--- config.mk ---
export PLATFORM = sky130hd
export DESIGN_NAME = disp_mutex_ctrl
export DESIGN_NICKNAME = d
export VERILOG_FILES = /design/src/rtl/dmx_pkg.sv /design/src/rtl/dmx_decode.sv /design/src/rtl/dmx_sof_edge.sv /design/src/rtl/dmx_slot.sv /design/src/rtl/disp_mutex_ctrl.sv
export SDC_FILE = /design/constraint.sdc
export NUM_CORES = 2
export LEC_CHECK = 0
export ABC_AREA = 1
export BUFFER_PORTS_ARGS = -buffer_cell sky130_fd_sc_hd__buf_2
export CORE_MARGIN = 2
export CORE_UTILIZATION = 30
export DETAILED_ROUTE_END_ITERATION = 8
export PLACE_DENSITY = 0.44
export SLEW_MARGIN = 15
export SYNTH_ARGS = -nofsm -noshare
export SYNTH_HDL_FRONTEND = slang
export SYNTH_SLANG_ARGS = --single-unit
--- constraint.sdc ---
create_clock -name clk -period 5.3 [get_ports clk]
set_input_delay 1.59 -clock clk [delete_from_list [all_inputs] [get_ports clk]]
set_output_delay 1.59 -clock clk [all_outputs]
set_load 0.02 [all_outputs]
--- src/rtl/dmx_pkg.sv ---
package dmx_pkg;
  localparam int SEL_W = 3;
  typedef enum logic [2:0] {
    RK_EN   = 3'd0,
    RK_LOCK = 3'd1,
    RK_RST  = 3'd2,
    RK_MLO  = 3'd3,
    RK_SOF  = 3'd4,
    RK_MHI  = 3'd5
  } reg_kind_e;
endpackage

--- src/rtl/dmx_decode.sv ---
module dmx_decode
  import dmx_pkg::*;
#(
  parameter int ADDR_W = 12,
  parameter int N_INST = 10,
  parameter int IDX_W  = 4
) (
  input  logic [ADDR_W-1:0] addr,
  output logic              valid,
  output logic [IDX_W-1:0]  idx,
  output reg_kind_e         kind
);
  localparam int BLK_W = ADDR_W - 5;
  logic [BLK_W-1:0] blk;

  always_comb begin
    blk   = addr[ADDR_W-1:5];
    kind  = reg_kind_e'(addr[4:2]);
    idx   = IDX_W'(blk - BLK_W'(1));
    valid = (blk >= BLK_W'(1)) && (blk <= BLK_W'(N_INST)) &&
            (addr[1:0] == 2'b00) && (addr[4:2] <= 3'd5);
  end
endmodule

--- src/rtl/dmx_sof_edge.sv ---
module dmx_sof_edge #(
  parameter int N_SOF = 6
) (
  input  logic             clk,
  input  logic             rst,
  input  logic [N_SOF-1:0] sof_in,
  output logic [N_SOF-1:0] sof_rise
);
  logic [N_SOF-1:0] sof_q;

  always_ff @(posedge clk) begin
    if (rst) sof_q <= '0;
    else     sof_q <= sof_in;
  end

  assign sof_rise = sof_in & ~sof_q;
endmodule

--- src/rtl/dmx_slot.sv ---
module dmx_slot
  import dmx_pkg::*;
#(
  parameter int MOD_W = 64,
  parameter int N_SOF = 6
) (
  input  logic             clk,
  input  logic             rst,
  input  logic             wr_hit,
  input  reg_kind_e        kind,
  input  logic [31:0]      wdata,
  input  logic [N_SOF-1:0] sof_rise,
  output logic             en_o,
  output logic             req_o,
  output logic             grant_o,
  output logic             pend_o,
  output logic [MOD_W-1:0] mask_o,
  output logic [SEL_W-1:0] sel_o,
  output logic             fire_o
);
  localparam int HI_W = MOD_W - 32;

  logic             en_q, req_q, grant_q, pend_q;
  logic [MOD_W-1:0] mask_q;
  logic [SEL_W-1:0] sel_q;
  logic             is_sync, sync_hit, release_now, kill;

  // frame-synced only for codes 1..N_SOF; everything else acts as single mode
  always_comb begin
    is_sync  = (sel_q != '0) && (int'(sel_q) <= N_SOF);
    sync_hit = 1'b0;
    for (int k = 0; k < N_SOF; k++)
      if (int'(sel_q) == k + 1) sync_hit = sof_rise[k];
    release_now = wr_hit && (kind == RK_LOCK) && !wdata[0] && grant_q;
    kill = wr_hit && (((kind == RK_RST) && wdata[0]) ||
                      ((kind == RK_EN) && !wdata[0]));
    fire_o = (release_now && !is_sync) || (pend_q && sync_hit && !kill);
  end

  always_ff @(posedge clk) begin
    if (rst) begin
      en_q    <= 1'b0;
      req_q   <= 1'b0;
      grant_q <= 1'b0;
      pend_q  <= 1'b0;
      mask_q  <= '0;
      sel_q   <= '0;
    end else begin
      if (pend_q && sync_hit) pend_q <= 1'b0;
      if (wr_hit) begin
        case (kind)
          RK_EN: begin
            en_q <= wdata[0];
            if (!wdata[0]) begin
              grant_q <= 1'b0;
              pend_q  <= 1'b0;
              req_q   <= 1'b0;
            end
          end
          RK_LOCK: begin
            if (wdata[0]) begin
              req_q <= 1'b1;
              if (en_q) grant_q <= 1'b1;
            end else begin
              req_q <= 1'b0;
              if (grant_q) begin
                grant_q <= 1'b0;
                if (is_sync) pend_q <= 1'b1;
              end
            end
          end
          RK_RST: begin
            if (wdata[0]) begin
              grant_q <= 1'b0;
              pend_q  <= 1'b0;
              req_q   <= 1'b0;
            end
          end
          RK_MLO:  mask_q[31:0]      <= wdata;
          RK_SOF:  sel_q             <= wdata[SEL_W-1:0];
          RK_MHI:  mask_q[MOD_W-1:32] <= wdata[HI_W-1:0];
          default: ;
        endcase
      end
    end
  end

  assign en_o    = en_q;
  assign req_o   = req_q;
  assign grant_o = grant_q;
  assign pend_o  = pend_q;
  assign mask_o  = mask_q;
  assign sel_o   = sel_q;
endmodule

--- src/rtl/disp_mutex_ctrl.sv ---
module disp_mutex_ctrl
  import dmx_pkg::*;
#(
  parameter int ADDR_W = 12,
  parameter int N_INST = 10,
  parameter int N_SOF  = 6,
  parameter int MOD_W  = 64
) (
  input  logic              clk,
  input  logic              rst,
  input  logic              bus_wr,
  input  logic [ADDR_W-1:0] bus_addr,
  input  logic [31:0]       bus_wdata,
  output logic [31:0]       bus_rdata,
  input  logic [N_SOF-1:0]  sof_in,
  output logic [MOD_W-1:0]  upd_strobe,
  output logic [MOD_W-1:0]  mod_hold
);
  localparam int IDX_W = $clog2(N_INST);
  localparam int HI_W  = MOD_W - 32;

  logic             dec_valid;
  logic [IDX_W-1:0] dec_idx;
  reg_kind_e        dec_kind;
  logic [N_SOF-1:0] sof_rise;

  logic [N_INST-1:0] en_v, req_v, grant_v, pend_v, fire_v;
  logic [MOD_W-1:0]  mask_a [N_INST];
  logic [SEL_W-1:0]  sel_a  [N_INST];
  logic [MOD_W-1:0]  hold_d, strobe_d;
  logic [31:0]       rdata_d;

  dmx_decode #(.ADDR_W(ADDR_W), .N_INST(N_INST), .IDX_W(IDX_W)) u_dec (
    .addr(bus_addr), .valid(dec_valid), .idx(dec_idx), .kind(dec_kind)
  );

  dmx_sof_edge #(.N_SOF(N_SOF)) u_sof (
    .clk(clk), .rst(rst), .sof_in(sof_in), .sof_rise(sof_rise)
  );

  for (genvar i = 0; i < N_INST; i++) begin : g_slot
    dmx_slot #(.MOD_W(MOD_W), .N_SOF(N_SOF)) u_slot (
      .clk(clk), .rst(rst),
      .wr_hit(bus_wr && dec_valid && (dec_idx == IDX_W'(i))),
      .kind(dec_kind), .wdata(bus_wdata), .sof_rise(sof_rise),
      .en_o(en_v[i]), .req_o(req_v[i]), .grant_o(grant_v[i]),
      .pend_o(pend_v[i]), .mask_o(mask_a[i]), .sel_o(sel_a[i]),
      .fire_o(fire_v[i])
    );
  end

  always_comb begin
    hold_d   = '0;
    strobe_d = '0;
    for (int i = 0; i < N_INST; i++) begin
      if (grant_v[i] || pend_v[i]) hold_d   = hold_d | mask_a[i];
      if (fire_v[i])               strobe_d = strobe_d | mask_a[i];
    end
  end

  always_comb begin
    rdata_d = '0;
    if (dec_valid && (int'(dec_idx) < N_INST)) begin
      case (dec_kind)
        RK_EN:   rdata_d = {31'd0, en_v[dec_idx]};
        RK_LOCK: rdata_d = {30'd0, grant_v[dec_idx], req_v[dec_idx]};
        RK_MLO:  rdata_d = mask_a[dec_idx][31:0];
        RK_SOF:  rdata_d = {{(32-SEL_W){1'b0}}, sel_a[dec_idx]};
        RK_MHI:  rdata_d = 32'(mask_a[dec_idx][MOD_W-1:32]);
        default: rdata_d = '0;
      endcase
    end
  end

  always_ff @(posedge clk) begin
    if (rst) begin
      upd_strobe <= '0;
      mod_hold   <= '0;
      bus_rdata  <= '0;
    end else begin
      upd_strobe <= strobe_d;
      mod_hold   <= hold_d;
      bus_rdata  <= rdata_d;
    end
  end
endmodule

# == Yosys cells after proc, flatten, opt, wreduce, memory -nomap -nowiden ==
# Index checks and enable logic that the tools add are counted.
# word_totals
regBits,876
latchBits,0
ramBits,0
mem_bits_ro,0
inputBits,53
out_inout_bits,160
word_cells,620
memories,0
# classes
add_sub_neg,1
multipliers,0
div_mod_pow,0
order_cmp,16
n_eq_ne,86
n_shift,0
n_mux,207
bitwise,22
n_reduce_logical,214
# ops
cell,n
$mux 64,22
$or 64x64->64,18
$bmux 64 s4,1
$pmux 32 s5,1
$mux 1,156
$eq 3x3->1 const B,42
$logic_and 1x1->1,97
$reduce_and 2->1,40
$eq 3x2->1 const B,22
$pmux 1 s3,21
$reduce_and 5->1,10
$reduce_and 4->1,10
$le 3x3->1 const B,11
$reduce_bool 3->1,11
$ne 3x2->1 const B,10
$logic_not 1->1,21
$logic_or 1x1->1,21
$eq 4x3->1 const B,4
$bmux 1 s4,3
$bmux 3 s4,1
$eq 4x2->1 const B,2
$eq 4x4->1 const B,2
$ge 7x1->1 const B,1
$le 7x4->1 const B,1
other kinds (16),18

# == Depth between registers and ports, before layout ==
# depth
ltp_word,30
ltp_mapped,21
depth_no_buf,17

# == Cells and area by module ==
# Synthesis repeated with hierarchy kept, for this count alone.
# unflattened
hier_cells,6877
area_unflattened_um2,46214.3
# modules_own_cells
module,instances,cells_each,area_each_um2,seq_area_each_um2
dmx_slot,10,355,2787.7,1421.4
disp_mutex_ctrl,1,3271,17973.5,3203.1
dmx_sof_edge,1,24,187.7,120.1
dmx_decode,1,32,176.4,0.0

# == Worst setup path before layout ==
# Ideal clock, no wire load.
# synth_path
path_type,input to register
from,in bus_addr[5]
to,reg upd_strobe[0]
setup_time_ns,0.110
arrival_ns,4.407
required_time_ns,5.190
setup_slack_ns,0.783
stages,21
path_buffers,6
cell_sequence,buf_2 -> inv_2 -> clkbuf_1 -> clkbuf_1 -> buf_1 -> ha_1 -> nand2_1 -> nand3_1 -> nand3_1 -> nor2_2 -> buf_4 -> nand3_1 -> nand2_1 -> nand2_1 -> clkbuf_1 -> nand2_1 -> nand2_1 -> nor2_1 -> nand3_1 -> nand2_1 -> inv_1
# synth_via
elab_chain_cells,30
word_cells_on_any_way,126
cone_classes,1 x add/sub; 2 x order compare; 9 x eq/ne; 10 x mux; 9 x bitwise; 95 x reduce/logical
# synth_rtl
element,line_no,rtl
"start, declared",disp_mutex_ctrl.sv:12,"input logic [ADDR_W-1:0] bus_addr,"
$ge 7x1->1 / $le 7x4->1 (equally long branches),dmx_decode.sv:20,valid = (blk >= BLK_W'(1)) && (blk <= BLK_W'(N_INST)) &&
$logic_and 1x1->1 (2 in series),dmx_decode.sv:20,
$logic_and 1x1->1,dmx_decode.sv:21,(addr[1:0] == 2'b00) && (addr[4:2] <= 3'd5);
$logic_and 1x1->1 (2 in series),disp_mutex_ctrl.sv:44,".wr_hit(bus_wr && dec_valid && (dec_idx == IDX_W'(i))),"
$logic_and 1x1->1 (3 in series),dmx_slot.sv:34,release_now = wr_hit && (kind == RK_LOCK) && !wdata[0] && grant_q;
$logic_and 1x1->1,dmx_slot.sv:37,fire_o = (release_now && !is_sync) || (pend_q && sync_hit && !kill);
$logic_or 1x1->1,dmx_slot.sv:37,
$mux 64,disp_mutex_ctrl.sv:57,if (fire_v[i]) strobe_d = strobe_d | mask_a[i];
[... 10 more ...],--,
$or 64x64->64,disp_mutex_ctrl.sv:57,
$mux 64,disp_mutex_ctrl.sv:57,
$or 64x64->64,disp_mutex_ctrl.sv:57,
$mux 64,disp_mutex_ctrl.sv:57,
$or 64x64->64,disp_mutex_ctrl.sv:57,
$mux 64,disp_mutex_ctrl.sv:57,
$or 64x64->64,disp_mutex_ctrl.sv:57,
$mux 64 *,disp_mutex_ctrl.sv:57,
"end signal, assigned",disp_mutex_ctrl.sv:81,upd_strobe <= strobe_d;
"end, declared",disp_mutex_ctrl.sv:16,"output logic [MOD_W-1:0] upd_strobe,"
# Every way passes the cells marked *; elsewhere a longest branch is shown, timed or not.
# A chain may end at the register's enable or synchronous reset.

# == Final worst setup path ==
# layout_path
from,in bus_addr[6]
to,reg g_slot[7].u_slot.mask_q[1]
# layout_via
elab_chain_cells,7
word_cells_on_any_way,10
cone_classes,1 x add/sub; 2 x order compare; 1 x eq/ne; 6 x reduce/logical
# layout_rtl
element,line_no,rtl
$ge 7x1->1 / $le 7x4->1 (equally long branches),dmx_decode.sv:20,
$logic_and 1x1->1 (2 in series),dmx_decode.sv:20,
$logic_and 1x1->1,dmx_decode.sv:21,
$logic_and 1x1->1,disp_mutex_ctrl.sv:44,
$logic_and 1x1->1 *,disp_mutex_ctrl.sv:44,
$reduce_and 2->1 (no source line) *,--,
"end signal, assigned",dmx_slot.sv:79,RK_MLO: mask_q[31:0] <= wdata;
"end signal, assigned by index",dmx_slot.sv:81,RK_MHI: mask_q[MOD_W-1:32] <= wdata[HI_W-1:0];
"end, declared",dmx_slot.sv:24,logic [MOD_W-1:0] mask_q;
# Marks and branches as above.

==> impl_metrics.tcl <==
set metrics [dict create \
    status "finished clean" \
    cts_setup_buffers 0 \
    holdPathEnd "g_slot[0].u_slot.req_o$_SDFFE_PP0P_" \
    min_path_type "register to register" \
    yosys-top-cells-count "1,384 x nand2_1, 876 x dfxtp_1, 872 x a21oi_1, 774 x o21ai_0, 558 x nor2_1" \
    syn_avg_cell_area_sq_um 6.872 \
    cts_buffers 106 \
    drcViolationCount 0 \
    cap_violations 0 \
    final.setup.tns_ns 0 \
    hp-start "g_slot[0].u_slot.req_o$_SDFFE_PP0P_" \
    seq_area_frac_synth 0.4002 \
    root_buffer "clkbuf_16" \
    clk-insertion-delay-late_ns 0.76 \
    worstMarginPinSlew_ns 1.204 \
    switching_share 0.2561 \
    place_ws_ns 0.5050 \
    synth.cell_area_sq_um 43820 \
    drv_slew 0 \
    cp.arrival_ns 4.71 \
    p_per_area_nw_per_um2 306.9 \
    die-area_sq_um 149200 \
    crit_fanout 28 \
    setup_viol 0 \
    die_h_microns 386.2 \
    async_reset_ff_frac 0 \
    fin_crit_ns 4.032 \
    grtUsageTotal 0.2939 \
    skew_ns 0.04419 \
    ir_worst_vdd_mv 0.2231 \
    finalHoldViolations 0 \
    portBuffers 212 \
    worstSetupPathType "primary input to register" \
    grt_pass1_vias 43470 \
    grt_first_pass_wirelength_mm 321.6 \
    initial_utilization 0.3014 \
    cts_tree "done" \
    antenna_found_initial 5 \
    synth_top_area_cell "dfxtp_1" \
    synthesis.nets 6435 \
    drive_gt1_frac 0.1005 \
    dr.pass1.iters 6 \
    route.met2.wl_mm 98.80 \
    fmax_ghz 0.2480 \
    slew_headroom 0.1954 \
    r2r_slack_ns 1.76 \
    wl_met1_mm 98.35 \
    routabilityCongestion 0.9015 \
    top_layer "met5" \
    hold_buffers 0 \
    total_power_uw 15570 \
    io_pins 213 \
    core_sq_um 145400 \
    cp.required_ns 5.98 \
    ys_types 45 \
    synth_ff_type "dfxtp_1" \
    clkTransAtPathRegs_ns 0.06 \
    worstReg2RegStart "g_slot[2].u_slot.pend_o$_SDFF_PP0_" \
    combPwrFrac 0.067 \
    p_clk_frac 0.509 \
    p_seq_frac 0.423 \
    fin_util 0.3489 \
    die_w_microns 386.2 \
    startpoint_type "primary input" \
    finalCritPeriodShare 0.7608 \
    rows 140 \
    cts_resized 0 \
    clock_path_buffers 3 \
    p_sw_uw 3987 \
    netlist_instances 6377 \
    vias 47130 \
    final.setup.worst_slack_ns 1.268 \
    hold_path_depth 2 \
    wl_per_cell_microns 27.07 \
    p_leak_uw 0.01941 \
    intPower_uw 11580 \
    dr_wl_met3_mm 18.93 \
    synth_warnings 0 \
    drt-initial-drc-count 5940 \
    viasPerCell 5.656 \
    htree_levels 3 \
    ant_nets 0 \
    reg2reg_to "mod_hold[34]$_SDFF_PP0_" \
    syn_to_final_growth_pct 15.76 \
    synth_edf_count 0 \
    synth_top_cell_area_share 0.4002 \
    synth_area_leaders "dfxtp_1 40%, nand2_1 12%, a21oi_1 10%" \
    fin_nets 6388 \
    drt-total-wl_mm 225.6 \
    r2r_cells 8 \
    rsz0062_at_grt "false" \
    instances_no_fill 8334 \
    grt_max_degree 134 \
    synth_most_common_cell "nand2_1" \
    dp.cells 8139 \
    place_hpwl_mm 134.5 \
    overflow 0 \
    end_kind "register" \
    synth_seq_cells 876 \
    numClockSinks 876 \
]
-- flip-flops by register name, summed over array words and instances (netlist names) --
register               cells
g_slot.u_slot.sel_o       30
u_sof.sof_q                6
g_slot.u_slot.mask_o     640
g_slot.u_slot.pend_o      10
mod_hold                  64
g_slot.u_slot.grant_o     10
g_slot.u_slot.req_o       10
bus_rdata                 32
g_slot.u_slot.en_o        10
upd_strobe                64
-- power by group through the flow --
stage / clock (uW) / combinational [uW] / sequential (uW)
after floorplan: 0 / 589 / 6730
after global placement: 0 / 1020 / 6730
after detailed placement: 0 / 1020 / 6730
after CTS: 8050 / 1020 / 6590
after global routing: 8330 / 1100 / 6590
final: 7930 / 1050 / 6590
-- metrics by stage --
step / cell area [sq um] / hold slack, ns
3_3_place_gp: 46990 / 0.4433
6_report: 50730 / 0.4572
2_1_floorplan: 43820 / 0.4264
3_5_place_dp: 46990 / 0.4476
5_1_grt: 50720 / 0.4791
4_1_cts: 50720 / 0.4555
-- routing by layer --
layer | vias to the layer above | global-route usage
li1 | 21710 | -
met1 | 22510 | 0.4032
met2 | 2402 | 0.4561
met3 | 514 | 0.04838
met4 | 4 | 0.1204
met5 | - | 0
-- layout by cell type, fill, tap and decap left out, types with 4 or more instances in the layout --
cell	instances
nand2_1	1376
dfxtp_1	876
a21oi_1	872
o21ai_0	774
nor2_1	552
inv_1	390
buf_2	210
a211oi_1	206
nand3_1	164
buf_4	153
a22oi_1	109
clkbuf_16	108
a221oi_1	68
o22ai_1	68
mux2i_1	65
a41oi_1	43
o211ai_1	38
nand4_1	30
o2111ai_1	30
buf_12	29
clkinv_2	28
nor2_4	26
clkbuf_8	22
o21ai_1	21
clkbuf_1	19
a31oi_1	16
bufinv_16	15
inv_2	13
nand2_4	12
nor3_1	9
nor2_2	8
a21boi_0	6
a2111oi_0	6
a32o_1	6
a311oi_1	5
o2bb2ai_1	4
ha_1	4
-- logic make-up after synthesis --
group	count (synthesis)	share of synthesized area
AOI/OAI and AO/OA	2280	0.2979
xor gates and xnor gates	1	0.0003713
adders and majority gates	5	0.001428
and+or+nand+nor	2187	0.1986
DFF	876	0.4002
muxes	65	0.01485
buffers and inverters	963	0.08668
-- worst max-delay path, stage by stage --
cell	delay (ns)
buf_2	0.13
inv_1	0.14
ha_1	0.23
nand2_1	0.07
nand4_1	0.10
nand3_1	0.13
nor2_2	0.43
nand2_1	0.13
nor2_2	0.13
inv_1	0.13
nor2_4	0.84
buf_4	0.40
o21ai_0	0.11
a21oi_1	0.15
-- how the worst max path moves through the flow --
stage          cells past startpoint         from                                        to  slack (ns)
2_1_floorplan                     21  bus_addr[5]                  upd_strobe[0]$_SDFF_PP0_        0.78
3_3_place_gp                      14  bus_addr[6]   g_slot[7].u_slot.mask_o[1]$_SDFFE_PP0P_        0.54
3_5_place_dp                      14  bus_addr[6]   g_slot[7].u_slot.mask_o[1]$_SDFFE_PP0P_        0.51
4_1_cts                           14  bus_addr[6]   g_slot[7].u_slot.mask_o[1]$_SDFFE_PP0P_        1.32
5_1_grt                           14  bus_addr[6]  g_slot[7].u_slot.mask_o[28]$_SDFFE_PP0P_        1.07
6_report                          14  bus_addr[6]   g_slot[7].u_slot.mask_o[1]$_SDFFE_PP0P_        1.27
-- final cells by class --
class / count / area (sq um)
clock buffers: 149 / 3077
clock inverters: 44 / 655.6
flip-flops and latches: 876 / 17540
multi-input cells: 4538 / 22650
diodes: 2 / 5.005
well taps: 1917 / 2399
fillers: 15650 / 94660
inverters: 414 / 1592
repair buffers: 394 / 2810
(Power assumes the default switching activity.)
